==> src/rtl/vcmpi_seq.sv <==
module vcmpi_seq #(
  parameter int XLEN  = 32,
  parameter int NREGS = 32,
  parameter int NCRF  = 8,
  parameter int SIW   = 16,
  parameter int VLW   = 7,
  localparam int RIW  = $clog2(NREGS),
  localparam int CRW  = $clog2(NCRF)
) (
  input  logic            clk,
  input  logic            rst_n,
  input  logic            start,
  input  logic [VLW-1:0]  vl,
  input  logic [CRW-1:0]  ba,
  input  logic [RIW-1:0]  ra,
  input  logic [SIW-1:0]  si,
  input  logic            src_vec,
  input  logic            dst_vec,
  input  logic            so_in,
  output logic [RIW-1:0]  rd_addr,
  input  logic [XLEN-1:0] rd_data,
  output logic            cr_we,
  output logic [CRW-1:0]  cr_addr,
  output logic [3:0]      cr_data,
  output logic            busy,
  output logic            done
);

  logic [VLW-1:0] idx, vl_q;
  logic [CRW-1:0] ba_q;
  logic [RIW-1:0] ra_q;
  logic [SIW-1:0] si_q;
  logic           sv_q, dv_q, busy_q, done_q;

  logic [XLEN-1:0] imm;
  logic            lt, gt, eq, last;

  assign imm     = {{(XLEN-SIW){si_q[SIW-1]}}, si_q};
  assign lt      = $signed(rd_data) < $signed(imm);
  assign eq      = rd_data == imm;
  assign gt      = !lt && !eq;
  assign last    = idx == vl_q - VLW'(1);

  assign rd_addr = ra_q + (sv_q ? RIW'(idx) : RIW'(0));
  assign cr_addr = ba_q + (dv_q ? CRW'(idx) : CRW'(0));
  assign cr_data = {lt, gt, eq, so_in};
  assign cr_we   = busy_q;
  assign busy    = busy_q;
  assign done    = done_q;

  always_ff @(posedge clk or negedge rst_n) begin
    if (!rst_n) begin
      busy_q <= 1'b0;
      done_q <= 1'b0;
      idx    <= '0;
      vl_q   <= '0;
      ba_q   <= '0;
      ra_q   <= '0;
      si_q   <= '0;
      sv_q   <= 1'b0;
      dv_q   <= 1'b0;
    end else begin
      done_q <= 1'b0;
      if (!busy_q) begin
        if (start) begin
          idx  <= '0;
          vl_q <= vl;
          ba_q <= ba;
          ra_q <= ra;
          si_q <= si;
          sv_q <= src_vec;
          dv_q <= dst_vec;
          if (vl == '0) done_q <= 1'b1;
          else          busy_q <= 1'b1;
        end
      end else begin
        idx <= idx + VLW'(1);
        if (last) begin
          busy_q <= 1'b0;
          done_q <= 1'b1;
        end
      end
    end
  end

endmodule

==> config.mk <==
export PLATFORM = sky130hd
export DESIGN_NAME = vcmpi_seq
export DESIGN_NICKNAME = d
export VERILOG_FILES = /design/src/rtl/vcmpi_seq.sv
export SDC_FILE = /design/constraint.sdc
export NUM_CORES = 1
export LEC_CHECK = 0
export BUFFER_PORTS_ARGS = -buffer_cell sky130_fd_sc_hd__buf_4
export CORE_UTILIZATION = 40
export DETAILED_ROUTE_END_ITERATION = 10
export PLACE_DENSITY_LB_ADDON = 0.2
export SYNTH_ARGS = -nofsm -noshare
export SYNTH_HDL_FRONTEND = slang
export SYNTH_SLANG_ARGS = --single-unit
export TNS_END_PERCENT = 50
==> constraint.sdc <==
create_clock -name clk -period 3 [get_ports clk]
set_clock_uncertainty 0.05 [all_clocks]
set_input_delay 0.3 -clock clk [delete_from_list [all_inputs] [get_ports clk]]
set_output_delay 0.3 -clock clk [all_outputs]
set_load 0.03 [all_outputs]
==> results.json <==
{
  "status": "finished clean",
  "worstHoldStart": "ba[0]",
  "core_region_area_sq_mm": 0.006832,
  "grt_max_degree": 43,
  "arrival_ns": 2.48,
  "antenna_left": 0,
  "rsz0062_at_grt": "false",
  "yosys_warnings": 0,
  "syn_area_sq_mm": 0.002838,
  "htree_levels": 2,
  "leakagePower_nw": 1.869,
  "top_layer": "met4",
  "first_pass_iters": 5,
  "die_width_microns": 86.23,
  "synth_fa_ha_area_frac": 0.1861,
  "r2r_slack_ns": 1.03,
  "whs_endpoint": "ba_q[0]",
  "fill_cells": 683,
  "dp_cells": 489,
  "antenna_found_initial": 0,
  "worstReg2RegStart": "vl_q[0]",
  "cts_tree": "yes",
  "slew_viol_final": 0,
  "vias": 2418,
  "clk_path_buf_depth": 2,
  "hold-path-cell-count": 3,
  "synthMuxAreaShare": 0.007055,
  "gp_congestion": 0.7851,
  "seqPwrFrac": 0.296,
  "met3WireLength_microns": 294,
  "final_common_cell": "buf_4",
  "mostFrequentLayoutCells": "buf_4, nand2_1, dfrtp_1",
  "cts_root_buffer": "clkbuf_8",
  "grt_pass1_vias": 2417,
  "numClockSinks": 42,
  "wl_met2_mm": 2.809,
  "die_height_microns": 86.23,
  "p_int_mw": 1.987,
  "maxCapViolCount": 0,
  "pwr-share-comb": 0.579,
  "rows": 30,
  "ir_worst_vdd_mv": 0.7173,
  "drc": 0,
  "max_freq_mhz": 353.4,
  "netlist_instances": 324,
  "start_kind": "flip-flop",
  "period_needed_ns": 2.830,
  "cts_buffers": 5,
  "post_route_cells_drive_above_1_share": 0.2363,
  "grt_pass1_wl_mm": 10.93,
  "initialDrtViolationCount": 70,
  "synth-edff-count": 0,
  "drt_wl_total_mm": 6.298,
  "endpoint_kind": "output port",
  "cts.clk_slew.worst_paths_ns": 0.08,
  "top_level_ports": 84,
  "hpwl_mm": 4.754,
  "synthXorXnorAreaFrac": 0.04630,
  "hold_viol": 0,
  "port_buffers": 81,
  "synth_compound_area_frac": 0.1358,
  "clkPwrFrac": 0.125,
  "synth_flop_cell": "dfrtp_1",
  "grt_use_total": 0.1856,
  "num_antenna_cells": 0,
  "maxSlewHeadroom": 0.5693,
  "viasPerCell": 4.855,
  "worstHoldPathType": "input port to flip-flop",
  "syn2layout_area_growth_pct": 28.35,
  "grt_overflow": 0,
  "avgSynthCellArea_sq_um": 8.758,
  "yosysUniqueCellTypes": 36,
  "tns_ns": 0,
  "setup-violations-final": 0,
  "power.density_mw_per_mm2": 989.7,
  "initial_core_util": 0.4154,
  "worstSetupPathType": "flip-flop to output port",
  "cp_max_fo": 9,
  "met1Wirelength_mm": 3.135,
  "switching_share": 0.4487,
  "synth-async-reset-ratio": 1.000,
  "r2r_end": "done",
  "wl_per_cell_microns": 12.65,
  "die_area_sq_mm": 0.007435,
  "yosysSeqAreaShare": 0.3704,
  "ff2ff_path_depth": 7,
  "nets": 511,
  "ys_ff_latch": 42,
  "fin_crit_sh": 0.9433,
  "clock_latency_ns": 0.30,
  "synth_top_family_by_area": "simple AND/OR/NAND/NOR gates",
  "final_cells": 498,
  "worst_slew_pin_slew_ns": 0.6445,
  "critPathRequiredTime_ns": 2.65,
  "yosys.area_share.simple": 0.1883,
  "syn_nets": 434,
  "power.switching_mw": 1.617
}
-- power groups by stage --
stage	logic (mW)	registers, mW	clock network (mW)
detailed placement	2.08	1.08	0
global route	2.38	1.11	0.476
CTS	2.11	1.07	0.458
floorplan	1.57	1.01	0
finish	2.09	1.07	0.449
global placement	2.03	1.07	0
-- state kept, by name, indices dropped and copies added (netlist names) --
register  flops
idx           7
vl_q          7
ra_q          5
dv_q          1
sv_q          1
ba_q          3
done          1
si_q         16
busy          1
-- layer usage --
metal  vias up  global-route usage
li1       1251                   -
met2        60              0.2973
met3         5             0.03333
met5         -                   0
met4         0             0.05152
met1      1102              0.2587
-- kinds of logic (layout without fill, tap and decap cells) --
logic type / after synthesis / in the layout
AOI/OAI and AO/OA: 64 / 64
xor gates and xnor gates: 15 / 15
adders and majority gates: 41 / 41
buffers and inverters: 45 / 123
DFF: 42 / 42
muxes: 2 / 2
and+or+nand+nor: 115 / 115
-- Yosys cell counts, types with 2 or more instances --
cell | number | share of area
buf_4 | 5 | 0.013
nor2b_1 | 2 | 0.0044
fa_1 | 2 | 0.014
ha_1 | 39 | 0.17
o211ai_1 | 4 | 0.011
xnor2_1 | 11 | 0.034
nor4_1 | 2 | 0.0044
nand3_1 | 6 | 0.011
o21ai_0 | 26 | 0.046
xor2_1 | 4 | 0.012
nand2_1 | 77 | 0.10
and3_1 | 2 | 0.0044
a21oi_1 | 16 | 0.028
mux2i_1 | 2 | 0.0071
nand2b_1 | 2 | 0.0044
and2_1 | 4 | 0.0088
dfrtp_1 | 42 | 0.37
o31ai_1 | 3 | 0.0079
a221o_1 | 2 | 0.0071
nor2_1 | 3 | 0.0040
nand4_1 | 8 | 0.018
clkbuf_1 | 9 | 0.012
a21o_1 | 7 | 0.019
inv_1 | 31 | 0.041
nor3_1 | 4 | 0.0071
-- worst max-delay path, cell delays in order, from the launching register on --
cell and delay (ns):
dfrtp_1 0.40, inv_4 0.10, ha_1 0.26, nand4_1 0.17
nor2_1 0.07, a221o_1 0.31, o31a_1 0.33, nor3_4 0.17
mux2i_1 0.20, buf_4 0.18
-- worst max-delay path by stage --
stage / endpoint / start / depth (start not counted) / slack [ns]
after global routing: cr_data[2] / si_q[15] / 10 / 0.003
final: cr_data[2] / si_q[15] / 9 / 0.17
after floorplan: cr_data[2] / si_q[15] / 9 / 0.32
after global placement: cr_data[3] / si_q[15] / 9 / 0.37
after detailed placement: cr_data[2] / si_q[15] / 9 / 0.30
after CTS: cr_data[2] / si_q[15] / 9 / 0.07
-- stage by stage --
| step | cell area (sq um) | setup WS, ns | util | power, mW | hold slack [ns] |
|---|---|---|---|---|---|
| after floorplan | 2838 | 0.3241 | - | 2.581 | -0.04559 |
| after global placement | 3517 | 0.3712 | 0.5148 | 3.097 | 0.2781 |
| after detailed placement | 3517 | 0.3036 | 0.5148 | 3.162 | 0.2791 |
| after CTS | 3640 | 0.06561 | 0.5328 | 3.637 | 0.1308 |
| after global routing | 3642 | 0.002634 | 0.5332 | 3.973 | 0.1394 |
| final | 3642 | 0.1701 | 0.5332 | 3.605 | 0.1370 |
-- repair_timing --
action,in CTS,in global routing
gates cloned,0,0
hold endpoints to repair,42,0
hold buffers,1,0
resized for setup,2,2
endpoints found under the setup margin,2,2
buffers inserted,0,0
pin swaps,0,2
-- layout make-up --
cell class,instances,area (sq um),area share
well taps,96,120.1,0.03298
clock inverters,1,30.03,0.008245
flip-flops and latches,42,1051,0.2886
inverters,31,118.9,0.03263
clock buffers,7,76.32,0.02096
repair buffers,84,633.1,0.1738
multi-input cells,237,1613,0.4428
No activity file was read; power rests on OpenSTA's default activity.
